`config.mk`:
```
export PLATFORM = sky130hd
export DESIGN_NAME = mgmt_irq_top
export DESIGN_NICKNAME = d
export VERILOG_FILES = /design/src/rtl/mgmt_irq_pkg.sv /design/src/rtl/irq_sync.sv /design/src/rtl/irq_latch_bank.sv /design/src/rtl/mdio_pulse_fsm.sv /design/src/rtl/mgmt_irq_top.sv
export SDC_FILE = /design/constraint.sdc
export NUM_CORES = 1
export LEC_CHECK = 0
export BUFFER_PORTS_ARGS = -buffer_cell sky130_fd_sc_hd__buf_2
export CELL_PAD_IN_SITES_DETAIL_PLACEMENT = 0
export CELL_PAD_IN_SITES_GLOBAL_PLACEMENT = 1
export CORE_ASPECT_RATIO = 1.4
export CORE_MARGIN = 2
export CORE_UTILIZATION = 43
export CTS_BUF_LIST = sky130_fd_sc_hd__clkbuf_4 sky130_fd_sc_hd__clkbuf_8
export CTS_CLUSTER_DIAMETER = 50
export CTS_CLUSTER_SIZE = 24
export DETAILED_ROUTE_END_ITERATION = 8
export GPL_TIMING_DRIVEN = 0
export PLACE_DENSITY = 0.95
export SLEW_MARGIN = 25
export SYNTH_ARGS = -nofsm -noshare
export SYNTH_HDL_FRONTEND = slang
export SYNTH_SLANG_ARGS = --single-unit
```
`constraint.sdc`:
```
create_clock -name clk -period 2.7 [get_ports clk]
set_input_delay 0.675 -clock clk [delete_from_list [all_inputs] [get_ports clk]]
set_output_delay 0.675 -clock clk [all_outputs]
set_load 0.03 [all_outputs]
```
`src/rtl/mgmt_irq_pkg.sv`:
```
package mgmt_irq_pkg;

    typedef enum logic [2:0] {
        PS_IDLE  = 3'd0,
        PS_WAIT  = 3'd1,
        PS_DEFER = 3'd2,
        PS_GAP   = 3'd3,
        PS_DRIVE = 3'd4,
        PS_SENT  = 3'd5
    } pulse_state_t;

endpackage

```
`src/rtl/irq_sync.sv`:
```
module irq_sync #(
    parameter int WIDTH  = 1,
    parameter int STAGES = 2
) (
    input  logic             clk,
    input  logic [WIDTH-1:0] d,
    output logic [WIDTH-1:0] q
);

    logic [WIDTH-1:0] stage_q [STAGES];

    generate
        for (genvar s = 0; s < STAGES; s++) begin : g_stage
            if (s == 0) begin : g_first
                always_ff @(posedge clk) begin
                    stage_q[0] <= d;
                end
            end else begin : g_next
                always_ff @(posedge clk) begin
                    stage_q[s] <= stage_q[s-1];
                end
            end
        end
    endgenerate

    assign q = stage_q[STAGES-1];

endmodule

```
`src/rtl/irq_latch_bank.sv`:
```
module irq_latch_bank #(
    parameter int N_IRQ = 9
) (
    input  logic             clk,
    input  logic             rst_n,
    input  logic [N_IRQ-1:0] live_s,
    input  logic [N_IRQ-1:0] mask,
    input  logic             rd,
    output logic [N_IRQ-1:0] lat,
    output logic [N_IRQ-1:0] pend
);

    generate
        for (genvar i = 0; i < N_IRQ; i++) begin : g_bit
            logic lat_q;
            logic pend_q;

            always_ff @(posedge clk) begin
                if (!rst_n) begin
                    lat_q  <= live_s[i];
                    pend_q <= 1'b0;
                end else if (mask[i] || rd) begin
                    lat_q  <= live_s[i];
                    pend_q <= 1'b0;
                end else if (!pend_q && (live_s[i] != lat_q)) begin
                    lat_q  <= live_s[i];
                    pend_q <= 1'b1;
                end
            end

            assign lat[i]  = lat_q;
            assign pend[i] = pend_q;
        end
    endgenerate

endmodule

```
`src/rtl/mdio_pulse_fsm.sv`:
```
module mdio_pulse_fsm
    import mgmt_irq_pkg::*;
(
    input  logic clk,
    input  logic rst_n,
    input  logic irq_any,
    input  logic pulse_sel,
    input  logic busy,
    input  logic rd,
    input  logic mdc_rise,
    input  logic mdc_fall,
    output logic mdio_oe,
    output logic mdio_o
);

    pulse_state_t state_q;
    pulse_state_t state_d;
    logic         owed;

    assign owed = irq_any && pulse_sel;

    always_ff @(posedge clk) begin
        if (!rst_n) begin
            state_q <= PS_IDLE;
        end else begin
            state_q <= state_d;
        end
    end

    always_comb begin
        state_d = state_q;
        unique case (state_q)
            PS_IDLE: begin
                if (owed) begin
                    state_d = busy ? PS_DEFER : PS_WAIT;
                end
            end
            PS_WAIT: begin
                if (!owed) begin
                    state_d = PS_IDLE;
                end else if (busy) begin
                    state_d = PS_DEFER;
                end else if (mdc_rise) begin
                    state_d = PS_DRIVE;
                end
            end
            PS_DEFER: begin
                if (!owed) begin
                    state_d = PS_IDLE;
                end else if (!busy) begin
                    state_d = PS_GAP;
                end
            end
            PS_GAP: begin
                if (!owed) begin
                    state_d = PS_IDLE;
                end else if (busy) begin
                    state_d = PS_DEFER;
                end else if (mdc_rise) begin
                    state_d = PS_WAIT;
                end
            end
            PS_DRIVE: begin
                if (mdc_fall) begin
                    state_d = PS_SENT;
                end
            end
            PS_SENT: begin
                if (rd) begin
                    state_d = PS_IDLE;
                end
            end
            default: state_d = PS_IDLE;
        endcase
    end

    always_comb begin
        mdio_oe = 1'b0;
        mdio_o  = 1'b1;
        unique case (state_q)
            PS_DRIVE: begin
                mdio_oe = 1'b1;
                mdio_o  = 1'b0;
            end
            PS_IDLE, PS_WAIT, PS_DEFER, PS_GAP, PS_SENT: begin
                mdio_oe = 1'b0;
                mdio_o  = 1'b1;
            end
            default: begin
                mdio_oe = 1'b0;
                mdio_o  = 1'b1;
            end
        endcase
    end

endmodule

```
`src/rtl/mgmt_irq_top.sv`:
```
module mgmt_irq_top #(
    parameter int N_IRQ       = 9,
    parameter int WORD_W      = 16,
    parameter int FIELD_LSB   = 6,
    parameter int SYNC_STAGES = 2
) (
    input  logic              clk,
    input  logic              rst_n,
    input  logic [N_IRQ-1:0]  live_stat,
    input  logic [N_IRQ-1:0]  irq_mask,
    input  logic              pulse_sel,
    input  logic              mdc,
    input  logic              port_busy,
    input  logic              stat_rd,
    output logic [WORD_W-1:0] stat_word,
    output logic              int_bit,
    output logic              mdint_n,
    output logic              mdio_oe,
    output logic              mdio_o
);

    localparam int FIELD_MSB = FIELD_LSB + N_IRQ - 1;

    logic [N_IRQ-1:0] live_s;
    logic [N_IRQ-1:0] lat;
    logic [N_IRQ-1:0] pend;
    logic             mdc_s;
    logic             mdc_q;
    logic             mdc_rise;
    logic             mdc_fall;
    logic             irq_any;

    irq_sync #(.WIDTH(N_IRQ), .STAGES(SYNC_STAGES)) u_live_sync (
        .clk (clk),
        .d   (live_stat),
        .q   (live_s)
    );

    irq_sync #(.WIDTH(1), .STAGES(SYNC_STAGES)) u_mdc_sync (
        .clk (clk),
        .d   (mdc),
        .q   (mdc_s)
    );

    always_ff @(posedge clk) begin
        if (!rst_n) begin
            mdc_q <= mdc_s;
        end else begin
            mdc_q <= mdc_s;
        end
    end

    assign mdc_rise = mdc_s && !mdc_q && rst_n;
    assign mdc_fall = !mdc_s && mdc_q && rst_n;

    irq_latch_bank #(.N_IRQ(N_IRQ)) u_bank (
        .clk    (clk),
        .rst_n  (rst_n),
        .live_s (live_s),
        .mask   (irq_mask),
        .rd     (stat_rd),
        .lat    (lat),
        .pend   (pend)
    );

    assign irq_any = |pend;
    assign int_bit = irq_any;
    assign mdint_n = !irq_any;

    always_comb begin
        stat_word = '0;
        stat_word[FIELD_MSB:FIELD_LSB] = lat;
    end

    mdio_pulse_fsm u_pulse (
        .clk       (clk),
        .rst_n     (rst_n),
        .irq_any   (irq_any),
        .pulse_sel (pulse_sel),
        .busy      (port_busy),
        .rd        (stat_rd),
        .mdc_rise  (mdc_rise),
        .mdc_fall  (mdc_fall),
        .mdio_oe   (mdio_oe),
        .mdio_o    (mdio_o)
    );

endmodule

```
==> metrics.md <==
| Metric | Value |
|---|---|
| Commonest non-fill, non-tap cells in the layout | buf_2 (36), dfxtp_1 (33), buf_4 (16) |
| Placed cell area | approximately 1800 um2 |
| Share of power burned in registers | 0.562 |
| Drt total wl | around 2500 um |
| CTS Hold Bufs | 0 |
| Switching share of power | 0.248 |
| CP cell instances | nor4_2 > nand3_1 > inv_1 > buf_2 |
| Max-capacitance violation count | 0 |
| # IOs | between 40 and 50 |
| CP Data Arrival Time | 1.36 ns |
| Fill count | between 300 and 400 |
| Post-synthesis average cell area | between 10 and 15 um2 |
| PnR worst setup slack | 0.663 ns |
| Worst slew margin | 0.652 |
| Cell internal pwr | 938 uW |
| Required time of the critical path | 2.03 ns |
| Worst-Margin Slew | 0.523 ns |
| Port bufs | 36 |
| Iteration-0 DRC count of the detailed router | 11 |
| Endpoints failing setup | 0 |
| Max incr delay on CP | ~0.33 ns |
| P&R area growth vs syn | 22.1% |
| EDFF count, synth | 9 |
| Placed insts | about 220 |
| Min Tclk post-route | 2.04 ns |
| Post-route design area | 1870 um2 |
| RSZ-0062 raised after global routing | false |
| Post-route ant nets | 0 |
| Worst-Skew Late Latency | approximately 0.29 ns |
| LEAKAGE | 0.000816 uW |
| Vias/cell | about 4.6 |
| Area contributors post-synth | dfxtp_1 (43%), edfxtp_1 (18%), buf_4 (7.8%) |
| GP Congestion | around 0.72 |
| Post-synth top area cell | dfxtp_1 |
| Core area | 3410 um2 |
| Clk sinks | 42 |
| Residual DRC | 0 |
| TritonCTS buffer count | 5 |
| Mapped Cells | roughly 140 |
| Antenna violations before repair | 0 |
| Final period util | 0.754 |
| H-tree depth | 2 |
| Cell variety after synth | 27 |
| Die width | around 54 um |
| Hold WC Path Type | reg2reg |
| Worst Clk Skew | 0.00992 ns |
| DIE HEIGHT | 74.7 um |
| Largest net degree at the start of global routing | 14 |
| Outcome | finished clean |
| First-pass GRT wire length | 4120 um |
| Max clock buf depth | 2 |
| Grt ovf | 0 |
| Post CTS Setup Buffer Count | 0 |
| FF+latch count, synth | 42 |
| Clk pwr share | 0.302 |
| Seq/Total Area, Yosys | 0.607 |
| CP max stage cell | dfxtp_1 |
| Startpoint Class | flop |
| Die area | between 4000 and 5000 um2 |
| Row count | 25 |
| DR vias | 1,070 |
| Post-route setup TNS | 0 ns |
| DR pass1 iterations | 4 |
| CTS tree | yes |
| Combinational Power Share | 0.136 |
| Fmax | slightly below 500 MHz |
| Antenna diode count | 0 |
| Synth Flop Type | dfxtp_1 |
| Starting Density | 0.450 |
| Crit path max fanout | 3 |
| Post-layout net count | 214 |
| Crit. End Element | output port |
| Yosys top cell area share | 0.431 |
| Total power | 1250 uW |
| Pre-CTS setup slack | roughly 0.6 ns |
| Async set-or-reset flop fraction in the synthesized netlist | 0 |
| Yosys warns | 0 |
| Peak VDD IR | approximately 0.42 mV |
| Worst Setup Path Type | reg2out |
| Most common cell after layout, fill and taps aside | buf_2 |
| Clk Tree Root Cell | clkbuf_8 |
| CTS resizes | 0 |
| Switching Power | between 300 and 400 uW |
| Final std cells w/o fill | approximately 230 |
| Wire length per cell | roughly 11 um |
| Pins over their slew limit | 0 |
| Overall global routing resource usage | 0.148 |
| Final hold vios | 0 |
| Worst-path clk slew | 0.07 ns |
| Pwr dens | approximately 670 nW/um2 |
| Share of layout cells above drive strength 1 | 0.325 |
| Vias in the first global route | around 950 |
| Hpwl dp | a little under 2000 um |
| Syn Std Cell Area | roughly 1500 um2 |
## path summary, 6_finish.rpt
| path | end | slack [ns] | cells after the start | start |
|---|---|---|---|---|
| worst max-delay path | mdint_n | 0.66 | 4 | u_bank.g_bit[3].pend_q |
| worst min-delay path | u_live_sync.stage_q[0][17] | 0.33 | 0 | u_live_sync.stage_q[0][8] |
| worst max register to register | u_pulse.state_q[0] | 1.08 | 5 | u_bank.g_bit[3].pend_q |
| worst min register to register | u_live_sync.stage_q[0][17] | 0.33 | 0 | u_live_sync.stage_q[0][8] |
## Yosys cell counts, drive strengths merged (2+ instances only)
cell / instances
xnor2: 9
buf: 16
a211oi: 9
mux2i: 2
nand4: 2
dfxtp: 33
inv: 14
nand2b: 2
o21ai: 12
nor2: 12
edfxtp: 9
nand2: 7
## layout make-up
type                            count  area (um2)  share of cell area
Buffer                             17         124              0.0661
Clock buffer                        6        76.3              0.0407
Clock inverter                      2        10.0             0.00534
Inverter                           14        52.6              0.0281
Multi-Input combinational cell     74         449               0.240
Sequential cell                    42         931               0.497
Tap cell                           40        50.0              0.0267
Timing Repair Buffer               36         180              0.0962
## power by group through the flow
stage	registers [uW]	logic, uW	clock network [uW]
after CTS	701	171	396
after detailed placement	715	171	0
after floorplan	708	126	0
final	700	169	377
after global routing	706	187	417
after global placement	713	168	0
## per-stage QoR
step	hold slack, ns	util
after floorplan	0.310	-
after global placement	0.310	0.524
after detailed placement	0.312	0.524
after CTS	0.329	0.549
after global routing	0.334	0.549
final	0.328	0.549
## cell families after synthesis
family / count (synthesis) / synth area share
and+or+nand+nor: 30 / 0.103
buffers and inverters: 31 / 0.115
AOI/OAI and AO/OA: 26 / 0.108
xor gates and xnor gates: 9 / 0.0514
other: 1 / 0.00244
DFF: 42 / 0.607
muxes: 2 / 0.0131
## sequential cells by signal, indices dropped and copies added (netlist names)
signal               cells
mdc_q                    1
u_bank.g_bit.lat_q       9
u_bank.g_bit.pend_q      9
u_live_sync.stage_q     18
u_mdc_sync.stage_q       2
u_pulse.state_q          3
## per-layer routing
metal  vias to the layer above  routed length, um  share of wire  GRT usage
met5                         -                  0              0          0
met4                         0                 45          0.018     0.0833
met3                         6                127          0.050     0.0476
met2                        25               1360           0.54      0.240
met1                       484                997           0.39      0.168
li1                        555                  -              -          -
## critical path, delay by kind of cell, from the launching register on
family | cells | cell delay (ns)
buffers and inverters | 2 | 0.25
flip-flops | 1 | 0.33
AND/OR/NAND/NOR | 2 | 0.49
(Power assumes the default switching activity.)
